$ cat config.mk
export PLATFORM = sky130hd
export DESIGN_NAME = uart_frame_tx
export DESIGN_NICKNAME = d
export VERILOG_FILES = /design/src/rtl/uft_pkg.sv /design/src/rtl/uft_frame_builder.sv /design/src/rtl/uft_serializer.sv /design/src/rtl/uart_frame_tx.sv
export SDC_FILE = /design/constraint.sdc
export NUM_CORES = 1
export LEC_CHECK = 0
export BUFFER_PORTS_ARGS = -buffer_cell sky130_fd_sc_hd__buf_2
export CORE_MARGIN = 10
export CORE_UTILIZATION = 53
export DETAILED_ROUTE_END_ITERATION = 10
export GPL_TIMING_DRIVEN = 0
export PLACE_DENSITY = 0.76
export SETUP_SLACK_MARGIN = 0.4
export SYNTH_ARGS = -nofsm -noshare
export SYNTH_HDL_FRONTEND = slang
export SYNTH_SLANG_ARGS = --single-unit
$ cat constraint.sdc
create_clock -name clk -period 3.68 [get_ports clk]
set_clock_uncertainty 0.2 [all_clocks]
set_input_delay 0.736 -clock clk [delete_from_list [all_inputs] [get_ports clk]]
set_output_delay 0.736 -clock clk [all_outputs]
set_load 0.02 [all_outputs]
$ cat src/rtl/uft_pkg.sv
package uft_pkg;

  typedef enum logic [1:0] {
    WL_BASE  = 2'b00,
    WL_WIDE  = 2'b01,
    WL_SHORT = 2'b10,
    WL_RSVD  = 2'b11
  } wlen_e;

  // Character width for a length code; the reserved code falls back to the base width.
  function automatic int unsigned char_bits(input logic [1:0] code, input int unsigned dw);
    case (wlen_e'(code))
      WL_WIDE:  return dw;
      WL_SHORT: return dw - 2;
      default:  return dw - 1;
    endcase
  endfunction

endpackage

$ cat src/rtl/uft_frame_builder.sv
module uft_frame_builder #(
  parameter int DATA_W  = 9,
  parameter int FRAME_W = DATA_W + 2,
  parameter int CNT_W   = $clog2(FRAME_W + 1)
) (
  input  logic [DATA_W-1:0]  data_in,
  input  logic [1:0]         wlen,
  input  logic               par_en,
  input  logic               par_odd,
  input  logic               msb_first,
  output logic [FRAME_W-1:0] frame,
  output logic [CNT_W-1:0]   last_idx
);

  logic [CNT_W-1:0]  n_char;
  logic [CNT_W-1:0]  n_data;
  logic [CNT_W-1:0]  idx;
  logic [DATA_W-1:0] chr;
  logic              par;

  always_comb begin
    n_char = CNT_W'(uft_pkg::char_bits(wlen, DATA_W));
    n_data = n_char - CNT_W'(par_en);
    chr    = '0;
    par    = par_odd;
    idx    = '0;
    // Data bits in line order; parity accumulates over exactly the bits sent.
    for (int i = 0; i < DATA_W; i++) begin
      if (CNT_W'(i) < n_data) begin
        idx    = msb_first ? (n_data - CNT_W'(1) - CNT_W'(i)) : CNT_W'(i);
        chr[i] = data_in[idx];
        par    = par ^ data_in[idx];
      end
    end
    if (par_en) chr[n_char - CNT_W'(1)] = par;
    // Frame: start bit, character, then ones (stop bit and padding).
    frame    = '1;
    frame[0] = 1'b0;
    for (int i = 0; i < DATA_W; i++) begin
      if (CNT_W'(i) < n_char) frame[i+1] = chr[i];
    end
    last_idx = n_char + CNT_W'(1);
  end

endmodule

$ cat src/rtl/uft_serializer.sv
module uft_serializer #(
  parameter int FRAME_W = 11,
  parameter int CNT_W   = $clog2(FRAME_W + 1)
) (
  input  logic               clk,
  input  logic               rst,
  input  logic               bit_tick,
  input  logic               load,
  input  logic [FRAME_W-1:0] frame_in,
  input  logic [CNT_W-1:0]   last_in,
  output logic               tx,
  output logic               busy,
  output logic               done
);

  logic [FRAME_W-1:0] shreg;
  logic [CNT_W-1:0]   cnt;
  logic [CNT_W-1:0]   last;

  always_ff @(posedge clk) begin
    if (rst) begin
      tx    <= 1'b1;
      busy  <= 1'b0;
      done  <= 1'b0;
      shreg <= '1;
      cnt   <= '0;
      last  <= '0;
    end else begin
      done <= 1'b0;
      if (!busy) begin
        if (load) begin
          busy  <= 1'b1;
          tx    <= frame_in[0];
          shreg <= {1'b1, frame_in[FRAME_W-1:1]};
          cnt   <= '0;
          last  <= last_in;
        end
      end else if (bit_tick) begin
        if (cnt == last) begin
          busy <= 1'b0;
          done <= 1'b1;
          tx   <= 1'b1;
        end else begin
          tx    <= shreg[0];
          shreg <= {1'b1, shreg[FRAME_W-1:1]};
          cnt   <= cnt + CNT_W'(1);
        end
      end
    end
  end

  AST_IDLE_HIGH: assert property (@(posedge clk) disable iff (rst)
    !busy |-> tx);

  AST_START_BIT_LOW: assert property (@(posedge clk) disable iff (rst)
    $rose(busy) |-> !tx);

  AST_HOLD_NO_TICK: assert property (@(posedge clk) disable iff (rst)
    (busy && !bit_tick) |=> $stable(tx));

  AST_BUSY_KEEPS_FRAME: assert property (@(posedge clk) disable iff (rst)
    (busy && !bit_tick) |=> busy);

  AST_DONE_SINGLE: assert property (@(posedge clk) disable iff (rst)
    done |=> !done);

  AST_DONE_AT_END: assert property (@(posedge clk) disable iff (rst)
    done |-> (!busy && $past(busy) && $past(bit_tick)));

endmodule

$ cat src/rtl/uart_frame_tx.sv
module uart_frame_tx #(
  parameter int DATA_W = 9
) (
  input  logic              clk,
  input  logic              rst,
  input  logic              bit_tick,
  input  logic              start,
  input  logic [DATA_W-1:0] data_in,
  input  logic [1:0]        wlen,
  input  logic              par_en,
  input  logic              par_odd,
  input  logic              msb_first,
  output logic              tx,
  output logic              busy,
  output logic              done
);

  localparam int FRAME_W = DATA_W + 2;
  localparam int CNT_W   = $clog2(FRAME_W + 1);

  logic [FRAME_W-1:0] frame;
  logic [CNT_W-1:0]   last_idx;

  uft_frame_builder #(.DATA_W(DATA_W), .FRAME_W(FRAME_W), .CNT_W(CNT_W)) u_build (
    .data_in   (data_in),
    .wlen      (wlen),
    .par_en    (par_en),
    .par_odd   (par_odd),
    .msb_first (msb_first),
    .frame     (frame),
    .last_idx  (last_idx)
  );

  // The serializer accepts a load only while idle, which drops strobes during a frame.
  uft_serializer #(.FRAME_W(FRAME_W), .CNT_W(CNT_W)) u_ser (
    .clk      (clk),
    .rst      (rst),
    .bit_tick (bit_tick),
    .load     (start),
    .frame_in (frame),
    .last_in  (last_idx),
    .tx       (tx),
    .busy     (busy),
    .done     (done)
  );

endmodule

---- Word level (Yosys, flattened, before mapping) ----
Index checks and enable logic that the tools add are counted.
cells by class
  $add $sub $neg .......................... 13
  $lt $le $gt $ge ......................... 29
  eq/ne operators ......................... 5
  muxes and demuxes ....................... 76
  bitwise operators ....................... 11
  reductions and logical operators ........ 6
operators with widths
  kind                                                                           count
  4-bit 2-to-1 mux                                                               13
  4-bit by 5-bit less-than comparator with 1-bit output (second input constant)  10
  1-bit 2-to-1 mux                                                               46
  11-bit 2-to-1 mux                                                              4
  1-bit binary-select mux with 4-bit select                                      9
  3-bit by 4-bit less-than comparator with 1-bit output (first input constant)   8
  1-bit by 4-bit less-than comparator with 1-bit output (first input constant)   4
  2-bit by 4-bit less-than comparator with 1-bit output (first input constant)   4
  4-bit by 3-bit subtractor with 4-bit output (second input constant)            4
  4-bit by 1-bit subtractor with 4-bit output (second input constant)            3
  9-bit bitwise mux                                                              1
  9-bit 2-to-1 mux                                                               1
  1-bit XOR                                                                      9
  4-bit by 1-bit adder with 4-bit output (second input constant)                 2
  4-bit less-than comparator (first input constant)                              2
  4-bit case mux with 2 select lines                                             1
  4-bit by 2-bit subtractor with 4-bit output (second input constant)            2
  1-bit demux with 4-bit select                                                  1
  4-bit == test                                                                  1
  4-bit by 1-bit >= comparator with 1-bit output (second input constant)         1
  2-bit inequality test (second input constant)                                  2
  2-bit AND reduction                                                            2
  4-bit by 1-bit subtractor with 4-bit output                                    1
  4-bit subtractor (second input constant)                                       1
  other kinds (7)                                                                8
word-level totals
  bits in registers ....................... 22
  input port bits ......................... 18
  output and inout port bits .............. 3
  word-level logic and storage cells ...... 146

---- Logic depth before layout (Yosys ltp) ----
Gate-level depths: netlist (run 1).
  depth after elaboration ................. 30
  depth in mapped cells ................... 14
  gate-level depth less buffers ........... 12

---- Hierarchy ----
A second synthesis (run 1) with hierarchy kept.
second synthesis, totals
  cell total of the unflattened synthesis .. 262
  area, all modules ....................... 2229.6 µm²
modules (own cells, without submodules)
  module             times used  cells an instance  area an instance (µm²)  sequential area each (µm²)
  uft_frame_builder  1           145                1167.4                  0.0
  uft_serializer     1           117                1062.3                  420.4

---- Worst setup path before layout (run 1) ----
No wires, ideal clock.
  path type ............................... input to register
  from .................................... input wlen[0]
  to ...................................... register u_ser.shreg[1]
  setup time .............................. 0.084 ns
  arrival ................................. 3.620 ns
  required time ........................... 3.396 ns
  path slack .............................. -0.224 ns
  cell stages on the path ................. 14
  path buffers ............................ 2
  path through ............................ inv_1 fa_1 buf_6 buf_6 inv_1 ha_1 and3b_1 a22oi_2 o211ai_2 o21a_1 xnor2_1 xnor2_2 xnor3_2 o31ai_2
between the ends
  longest elaborated chain between the ends .. 30
  elaborated cells between the ends (all ways) .. 80
  classes of those cells .................. add/sub: 11; order compare: 12; eq/ne: 2; mux: 45; bitwise: 9; reduce/logical: 1
ends and longest elaborated chain
  item                                                                                  line                     text
  from (decl)                                                                           uart_frame_tx.sv:9       input logic [1:0] wlen,
  2-bit == test or 2-bit by 1-bit == test with 1-bit output (tied branches)             uft_pkg.sv:12            case (wlen_e'(code))
  4-bit case mux with 2 select lines *                                                  uft_pkg.sv:12
  branches (longest 25 deep; another with 4-bit by 1-bit subtractor with 4-bit output)  -
  1-bit 2-to-1 mux *                                                                    uft_frame_builder.sv:40  if (CNT_W'(i) < n_char) frame[i+1] = chr[i];
  11-bit 2-to-1 mux *                                                                   uft_serializer.sv:31     if (load) begin
  11-bit 2-to-1 mux *                                                                   uft_serializer.sv:30     if (!busy) begin
  to (signal assigned)                                                                  uft_serializer.sv:34     shreg <= {1'b1, frame_in[FRAME_W-1:1]};
  to (signal assigned)                                                                  uft_serializer.sv:45     shreg <= {1'b1, shreg[FRAME_W-1:1]};
  to (decl)                                                                             uft_serializer.sv:16     logic [FRAME_W-1:0] shreg;
Mark *: on every way between the ends. The select of a mux whose other input is x is not followed.
A chain may end at the register's enable or synchronous reset.

---- Worst setup path after layout (run 1) ----
  from .................................... input par_en
  to ...................................... register u_ser.shreg[8]
between the ends
  longest elaborated chain between the ends .. 28
  elaborated cells between the ends (all ways) .. 70
  classes of those cells .................. add/sub: 10; order compare: 9; mux: 42; bitwise: 9
ends and longest elaborated chain
  item                                                                                  line                     text
  from (decl)                                                                           uart_frame_tx.sv:10      input logic par_en,
  branches (longest 24 deep; another with 4-bit by 1-bit subtractor with 4-bit output)  -
  9-bit 2-to-1 mux *                                                                    uft_frame_builder.sv:35  if (par_en) chr[n_char - CNT_W'(1)] = par;
  1-bit 2-to-1 mux *                                                                    uft_frame_builder.sv:40
  11-bit 2-to-1 mux *                                                                   uft_serializer.sv:31
  11-bit 2-to-1 mux *                                                                   uft_serializer.sv:30
Marked as above.

==> run_results.csv, run 1 <==
group,metric,value,unit
cts,clockBufferDepth,2,
synth,synthTopCellsByArea,"dfxtp_1, mux2i_1, nand2_1",
cts,clock_latency,310,ps
critical_path,cp_max_fo,6,
critical_path,crit_type,"input pin to flip-flop",
synth,asyncSetResetFlopFracSynth,0,
flow_run,cap_viol_max_count,0,
final_layout,final_common_cell,"nand2_1",
final_layout,layout-drive-gt1-share,0.285,
power,p_leak,1.03,nW
route,dr.pass1.iters,5,
final_layout,num_antenna_cells,0,
die,pin_count,21,
global_routing,met1_usage,0.220,
synth,ys_ff_latch,20,
route,avgViaCountPerCell,6.28,
min_path,worstHoldPathType,"flip-flop to flip-flop",
critical_path,cp_common_cell,"buf_6",
cts,path_clk_slew,120,ps
timing,period_minus_slack,3570,ps
synth,ys.flop_type,"dfxtp_1",
critical_path,crit_required,3730,ps
synth,yosysUniqueCellTypes,58,
power,p_per_area,426,nW/µm²
final_layout,nFillCells,271,
global_routing,grt_usage,0.174,
synth,yosys.area_share.simple,0.236,
cts,cts-htree-levels,1,
cts,root_buffer,"clkbuf_4",
synth,synth_compound_area_frac,0.240,
die,die_h,80.0,µm
synth,yosysTopAreaCell,"dfxtp_1",
final_layout,areaGrowthSynthToFinish,26.5,%
cts,cts_buffers,3,
synth,synthMuxAreaShare,0.101,
die,start_util,0.558,
synth,synth-adder-area-share,0.0630,
global_routing,first_global_vias,1937,
power,ir_worst_vdd,195,µV
timing,period_share,0.970,
route,vias,2055,
timing,tightestPinTransition,713,ps
synth,synth_top_family_by_area,"compound AO/OA/AOI/OAI gates",
timing,timing.final.ws_setup,110,ps
critical_path,crit_slowest_cell,"fa_2",
final_layout,finish.net_count,309,
route,wl_per_cell,17.2,µm
final_layout,final_cell_mix,"nand2_1, nor2_1, dfxtp_1",
timing,fmax,280,MHz
timing,max_slew_margin,0.521,
cts,cts_tree,"yes",
cts,clock-sinks,20,
synth,synth_edf_count,0,
critical_path,cp.arrival,3620,ps
global_routing,grt_max_degree,13,
critical_path,start_kind,"input pin",
placement,portBuffers,19,
timing,timing_hold_violations_final,0,
global_routing,globalRouteOverflowTotal,0,
route,drc,0,
synth,ys_warn_count,0,
global_routing,globalRouteMet2Util,0.282,
timing,report.final.slew_viol_count,0,
route,totalWireLength,5.64,mm
critical_path,cp-end-kind,"flip-flop",
critical_path,path_cells,"buf_8 > fa_2 > buf_6 > buf_8 > buf_6 > buf_4 > nor2b_1 > o211ai_1 > a21oi_1 > a221oi_2 > xor2_1 > xnor2_1 > xnor3_2 > buf_6 > a41oi_2",
synth,syn_avg_cell_area,7.87,µm²
global_routing,grt_pass1_wl,9.06,mm
synth,synth_cells,242,
placement,gp_congestion,0.891,
route,ant_nets,0,
critical_path,slowest_delay,580,ps
global_routing,grt.busiest_layer,"met2",
die,die-area,6390,µm²
timing,setup_viol_count_final,0,
power,power,0.00103,W
synth,yosysSeqAreaShare,0.210,
global_routing,antenna_found_initial,0,
die,core,3420,µm²
die,dieWidth,80.0,µm
final_layout,final_util,0.705,
die,num_rows,21,
synth,synth-xor-area-share,0.0932,
global_routing,met3_usage,0.0349,
placement,dp_slack,-462,ps
timing,rsz0062_at_grt,"yes",
run_status,outcome,"finished clean",
placement,post-dp-hpwl,3.87,mm
synth,synth_nets,269,
synth,synthesis.area,1910,µm²
route,first_iter_violations,295,
synth,synth_top_area_share,0.210,
==> cells in the mapped netlist (3+ instances only) <==
cell type   n
a311oi_1    3
xnor2_2     3
xnor2_1     4
o21ai_1     3
ha_1        8
nor2_1     21
mux2i_1    14
a31oi_1     4
a21oi_1    13
xor2_1      8
buf_2       3
o22ai_1     4
nand2b_1    4
nand3_1    11
nand2_1    32
o21ai_0     9
clkbuf_1    6
inv_1       6
nor3_1      8
dfxtp_1    20
nor3b_1     5
==> per-stage QoR <==
stage                     std cells  hold slack (ps)  cell area (µm²)  setup TNS [ps]
after CTS                       327              279             2380               0
after global placement          307              247             2090           -2730
after floorplan                 242              235             1930               0
after global routing            327              298             2410               0
final                           327              281             2410               0
after detailed placement        307              250             2090           -3210
==> flip-flops by register name (all words and copies together) (netlist names) <==
register,cells
u_ser.done,1
u_ser.tx,1
u_ser.last,4
u_ser.cnt,4
u_ser.shreg,9
u_ser.busy,1
==> power by group <==
| part | switching (W) | leakage [nW] | internal, W | total [W] |
|---|---|---|---|---|
| Combinational | 0.000309 | 0.833 | 0.000286 | 0.000595 |
| Sequential | 0.0000113 | 0.165 | 0.000236 | 0.000247 |
| Clock | 0.0000736 | 0.0279 | 0.000110 | 0.000184 |
| Total | 0.000394 | 1.03 | 0.000632 | 0.00103 |
==> repair_timing <==
action	in CTS	in global routing
hold endpoints to repair	0	0
pin swaps	16	7
setup endpoints to repair	8	8
hold buffers	0	0
buffers inserted	16	0
resized for setup	26	7
==> worst max-delay path, delay by kind of cell <==
family	cells	cell delay, ps
AO/OA/AOI/OAI	4	730
XOR/XNOR	3	760
adder cells (fa/ha/maj)	1	580
buffers and inverters	6	740
AND/OR/NAND/NOR	1	80
==> worst paths after layout <==
path | slack [ps] | from | cells after the start | end
worst min-delay path | 280 | u_ser.shreg[0]$_SDFFE_PP1P_ | 1 | u_ser.shreg[0]$_SDFFE_PP1P_
worst min register to register | 280 | u_ser.shreg[0]$_SDFFE_PP1P_ | 1 | u_ser.shreg[0]$_SDFFE_PP1P_
worst max-delay path | 110 | par_en | 15 | u_ser.shreg[8]$_SDFFE_PP1P_
worst max register to register | 880 | u_ser.cnt[1]$_SDFFE_PP0P_ | 6 | u_ser.shreg[5]$_SDFFE_PP1P_
==> layer usage <==
metal | wire length [µm] | up-vias | part of all wire
met3 | 502 | 20 | 0.089
met1 | 2410 | 944 | 0.43
met4 | 138 | 0 | 0.024
met2 | 2590 | 136 | 0.46
met5 | 0 | - | 0
li1 | - | 955 | -
==> final cells by class <==
class,count,area (µm²),share of cell area
Inverter,7,36.3,0.0151
Buffer,15,88.8,0.0369
Clock buffer,3,22.5,0.00935
Sequential cell,20,400,0.166
Tap cell,46,57.6,0.0239
Multi-Input combinational cell,200,1520,0.631
Timing Repair Buffer,35,253,0.105
Clock inverter,1,30.0,0.0125
==> cells by family (layout without fill, tap and decap cells) <==
group / count (synthesis) / in the layout
flip-flops: 20 / 20
AO/OA/AOI/OAI: 63 / 63
adder cells (fa/ha/maj): 9 / 9
XOR/XNOR: 16 / 16
buffers and inverters: 22 / 61
multiplexers: 18 / 18
AND/OR/NAND/NOR: 94 / 94
(Power assumes the default switching activity.)
==> run 2: changes to the inputs <==
Settings changed: CORE_ASPECT_RATIO set to 0.7, CORE_UTILIZATION 53 to 55.
Clock period 3.68 ns to 3.86 ns, I/O delays scaled along.
==> run 2 against run 1 <==
Non-clock buffer count decreased by 5. Worst setup slack improved by 57 ps. Register-to-register slack better by 350 ps. Sequential share of layout area grew 0.37 points. Worst hold slack worse by 9.5 ps. Total power is 13% lower. Sequential cell count is the same. Critical path depth is 1 lower. Combinational power down 12%. Sequential power down 5%. Critical path type unchanged. Critical endpoint is now u_ser.shreg[5]$_SDFFE_PP1P_.
==> run_results.csv, run 2 (synthesis gave the netlist of run 1 again) <==
group,metric,value,unit
critical_path,crit_required,3850,ps
placement,post-dp-hpwl,3.89,mm
critical_path,r2r-start,"u_ser.cnt[0]$_SDFFE_PP0P_",
critical_path,cp.arrival,3690,ps
final_layout,multi_input_area,1510,µm²
global_routing,first_global_vias,1832,
critical_path,reg2regPathDepth,6,
critical_path,crit_type,"input pin to flip-flop",
critical_path,crit_slowest_cell,"fa_2",
route,drc,0,
timing,fmax,271,MHz
min_path,hold-path-endpoint,"u_ser.last[1]$_SDFFE_PP0P_",
global_routing,grt_usage,0.162,
global_routing,antenna_found_initial,0,
cts,root_buffer,"clkbuf_8",
timing,tightestPinTransition,688,ps
timing,period_minus_slack,3690,ps
cts,cts-htree-levels,1,
die,dieWidth,90.4,µm
final_layout,stdcell_count,322,
critical_path,start_kind,"input pin",
final_layout,largest_reg_flops,9,
global_routing,globalRouteOverflowTotal,0,
final_layout,layout-drive-gt1-share,0.276,
timing,report.final.slew_viol_count,0,
power,p_leak,0.994,nW
placement,portBuffers,19,
critical_path,slowest_delay,600,ps
cts,cts_tree,"yes",
critical_path,cp_max_fo,8,
final_layout,final_common_cell,"nand2_1",
final_layout,areaGrowthSynthToFinish,23.7,%
die,start_util,0.589,
flow_run,cap_viol_max_count,0,
route,wl_per_cell,16.9,µm
min_path,worstHoldStart,"u_ser.last[1]$_SDFFE_PP0P_",
final_layout,top_regs,"u_ser.shreg x9, u_ser.cnt x4, u_ser.last x4",
power,p_per_area,380,nW/µm²
critical_path,timing.rr.end,"u_ser.shreg[5]$_SDFFE_PP1P_",
final_layout,seqCellArea,400,µm²
final_layout,regMostFlops,"u_ser.shreg",
timing,max_slew_margin,0.537,
timing,period_share,0.957,
final_layout,final_util,0.729,
power,ir_worst_vdd,223,µV
route,ant_nets,0,
die,pin_count,21,
critical_path,path_cells,"buf_8 > fa_2 > buf_6 > buf_12 > buf_4 > mux2i_1 > a22oi_2 > o211ai_2 > o21a_1 > xnor2_2 > xnor2_2 > xnor3_2 > buf_6 > o21ai_1",
critical_path,cp-end-kind,"flip-flop",
timing,timing_hold_violations_final,0,
critical_path,reg2reg_slack,1230,ps
timing,setup_viol_count_final,0,
global_routing,grt_max_degree,11,
placement,gp_congestion,0.945,
min_path,min_path_cells,2,
min_path,worstHoldPathType,"flip-flop to flip-flop",
final_layout,finish.net_count,304,
run_status,outcome,"finished clean",
route,first_iter_violations,298,
cts,clockBufferDepth,2,
route,avgViaCountPerCell,6.17,
cts,cts_buffers,3,
route,dr.pass1.iters,5,
cts,clock_latency,260,ps
route,vias,1987,
die,core,3230,µm²
die,die-area,6260,µm²
timing,rsz0062_at_grt,"yes",
final_layout,final_cell_mix,"nand2_1, nor2_1, dfxtp_1",
global_routing,grt_pass1_wl,8.85,mm
die,num_rows,17,
final_layout,nFillCells,255,
cts,clock-sinks,20,
cts,path_clk_slew,70,ps
route,totalWireLength,5.44,mm
die,die_h,69.2,µm
placement,place_inst,308,
final_layout,num_antenna_cells,0,
==> run 2: final cells by class <==
type / count / share of cell area
multi-input cells: 200 / 0.642
plain buffers: 15 / 0.0398
repair buffers: 30 / 0.0902
well taps: 47 / 0.0249
inverters: 7 / 0.0154
clock buffers: 3 / 0.0175
flip-flops and latches: 20 / 0.170
==> run 2: layer usage <==
metal  share of wire  track usage  vias up  wire, µm
met5               0            0        -         0
met2            0.43        0.232      100      2340
met4          0.0074       0.0157        0        40
li1                -            -      949         -
met3           0.087       0.0388        8       472
met1            0.48        0.241      930      2590
==> run 2: metrics by stage <==
| stage | total power [W] | worst slack, ps | area [µm²] | hold WS (ps) | setup TNS, ps |
|---|---|---|---|---|---|
| 2_1_floorplan | 0.000555 | 174 | 1930 | 235 | 0 |
| 3_3_place_gp | 0.000640 | -279 | 2090 | 251 | -1840 |
| 3_5_place_dp | 0.000643 | -306 | 2090 | 255 | -2030 |
| 4_1_cts | 0.000819 | 197 | 2290 | 274 | 0 |
| 5_1_grt | 0.000952 | 70.3 | 2360 | 296 | 0 |
| 6_report | 0.000895 | 166 | 2360 | 271 | 0 |
==> run 2: worst max path at each step <==
stage / start / endpoint / slack, ps / cells past startpoint
3_5_place_dp: wlen[0] / u_ser.shreg[6]$_SDFFE_PP1P_ / -310 / 15
4_1_cts: par_en / u_ser.shreg[6]$_SDFFE_PP1P_ / 200 / 14
5_1_grt: par_en / u_ser.shreg[3]$_SDFFE_PP1P_ / 70 / 14
6_report: par_en / u_ser.shreg[5]$_SDFFE_PP1P_ / 170 / 14
2_1_floorplan: par_en / u_ser.shreg[6]$_SDFFE_PP1P_ / 170 / 11
3_3_place_gp: wlen[0] / u_ser.shreg[6]$_SDFFE_PP1P_ / -280 / 15
==> run 2: repair_timing <==
item                       4_1_cts  5_1_grt
hold endpoints to repair         0        0
pin swaps                       12        5
resized for setup               22       12
hold buffers                     0        0
buffers inserted                 9        2
setup endpoints to repair        8        8
==> run 2: critical path, delay by kind of cell <==
kind	cells	cell delay, ps
buffers and inverters	5	680
muxes	1	310
xor gates and xnor gates	3	770
AOI/OAI and AO/OA	4	530
adders and majority gates	1	600
==> run 2: power by group <==
part           total [W]  leakage [nW]  switching, W  internal (W)
registers       0.000235         0.165     0.0000105      0.000225
logic           0.000526         0.808      0.000287      0.000239
clock network   0.000134        0.0216     0.0000647     0.0000695
==> run 3: changes to the inputs <==
Settings changed: CORE_UTILIZATION 55 to 28, PLACE_DENSITY 0.76 to unset, SETUP_SLACK_MARGIN 0.4 to unset.
==> run 3 against run 2 <==
Utilization is 37 points lower. Combinational power shrank 7.4%. Worst hold slack improved by 1.7 ps. Routed wire length rose by 1.3%. Critical endpoint is now u_ser.shreg[6]$_SDFFE_PP1P_. Largest cell class unchanged. Largest power group unchanged.
==> run_results.csv, run 3 (synthesis gave the netlist of run 1 again) <==
group,metric,value,unit
final_layout,areaGrowthSynthToFinish,27.5,%
final_layout,final_util,0.363,
global_routing,antenna_found_initial,0,
power,p_leak,1.00,nW
critical_path,cp_max_fo,8,
run_status,outcome,"finished clean",
final_layout,largest_reg_flops,9,
power,ir_worst_vdd,149,µV
min_path,worstHoldPathType,"flip-flop to flip-flop",
final_layout,num_antenna_cells,0,
route,wl_per_cell,14.9,µm
critical_path,cp-end-kind,"flip-flop",
timing,fmax,266,MHz
die,pin_count,21,
flow_run,cap_viol_max_count,0,
cts,cts-htree-levels,1,
power,power,0.000936,W
critical_path,start_kind,"input pin",
cts,path_clk_slew,80,ps
final_layout,top_regs,"u_ser.shreg x9, u_ser.cnt x4, u_ser.last x4",
cts,clockBufferDepth,2,
route,vias,1934,
final_layout,final_cell_mix,"nand2_1, buf_2, nor2_1, dfxtp_1, a21oi_1",
placement,dp_slack,-548,ps
final_layout,final_common_cell,"nand2_1",
global_routing,first_global_vias,1773,
timing,report.final.slew_viol_count,0,
global_routing,grt_usage,0.0995,
timing,tns,0,ps
timing,timing_hold_violations_final,0,
die,core,6690,µm²
die,die_h,89.0,µm
final_layout,layout-drive-gt1-share,0.279,
critical_path,crit_required,3850,ps
route,totalWireLength,5.51,mm
timing,tightestPinTransition,679,ps
placement,post-dp-hpwl,4.17,mm
cts,cts_tree,"yes",
final_layout,final_area,2430,µm²
critical_path,crit_type,"input pin to flip-flop",
critical_path,cp.arrival,3750,ps
route,first_iter_violations,136,
final_layout,finish.net_count,304,
global_routing,grt_pass1_wl,8.74,mm
global_routing,globalRouteOverflowTotal,0,
route,dr.pass1.iters,5,
die,start_util,0.285,
route,drc,0,
power,p_per_area,385,nW/µm²
final_layout,regMostFlops,"u_ser.shreg",
die,num_rows,25,
die,die-area,10600,µm²
timing,period_minus_slack,3770,ps
cts,root_buffer,"clkbuf_8",
die,dieWidth,119,µm
timing,max_slew_margin,0.543,
placement,portBuffers,19,
cts,cts_buffers,3,
route,avgViaCountPerCell,5.23,
global_routing,grt_max_degree,17,
placement,gp_congestion,0.867,
placement,place_area,2140,µm²
timing,timing.final.ws_setup,93.6,ps
cts,clock_latency,260,ps
timing,setup_viol_count_final,0,
cts,clock-sinks,20,
timing,period_share,0.976,
route,ant_nets,0,
==> run 3: layout make-up <==
| cell class | count | area (µm²) |
|---|---|---|
| Buffer | 14 | 86.3 |
| Multi-Input combinational cell | 200 | 1530 |
| Sequential cell | 20 | 400 |
| Tap cell | 94 | 118 |
| Timing Repair Buffer | 31 | 196 |
| Clock inverter | 1 | 30.0 |
| Inverter | 7 | 32.5 |
| Clock buffer | 3 | 41.3 |
| Fill cell | 704 | 4260 |
==> run 3: timing repair <==
item	in CTS	in global routing
buffers inserted	2	11
hold buffers	0	0
endpoints found under the setup margin	8	8
gates resized for setup	5	25
pin swaps	5	12
==> run 3: metal layers <==
layer	GRT usage	routed length, µm
met5	0	0
met4	0.0155	38
met3	0.0259	418
met2	0.143	2350
met1	0.146	2710
==> run 3: stage by stage <==
stage	hold WS [ps]	std cells
CTS	272	360
floorplan	235	242
global route	309	370
detailed placement	250	355
global placement	252	355
finish	273	370
==> run 3: path summary, 6_finish.rpt <==
kind / startpoint / endpoint / slack (ps) / cells after the start
worst max register to register: u_ser.cnt[0]$_SDFFE_PP0P_ / u_ser.shreg[5]$_SDFFE_PP1P_ / 1310 / 6
worst min register to register: u_ser.last[1]$_SDFFE_PP0P_ / u_ser.last[1]$_SDFFE_PP0P_ / 270 / 2
worst min-delay path: u_ser.last[1]$_SDFFE_PP0P_ / u_ser.last[1]$_SDFFE_PP0P_ / 270 / 2
worst max-delay path: wlen[0] / u_ser.shreg[6]$_SDFFE_PP1P_ / 90 / 14
==> run 3: report_power, final <==
group | leakage (nW) | internal, W | switching (W)
Combinational | 0.803 | 0.000216 | 0.000271
Sequential | 0.165 | 0.000225 | 0.0000115
Clock | 0.0357 | 0.000139 | 0.0000750
Total | 1.00 | 0.000579 | 0.000357
==> run 3: critical path: stages <==
cell and delay [ps]:
buf_6 90, inv_4 30, fa_2 610, buf_12 150, clkinvlp_4 120, ha_4 200, and3b_1 230, o211ai_1 100
a21oi_1 260, a221oi_4 90, xor2_1 160, xnor2_1 220, xnor3_2 490, o31ai_2 240
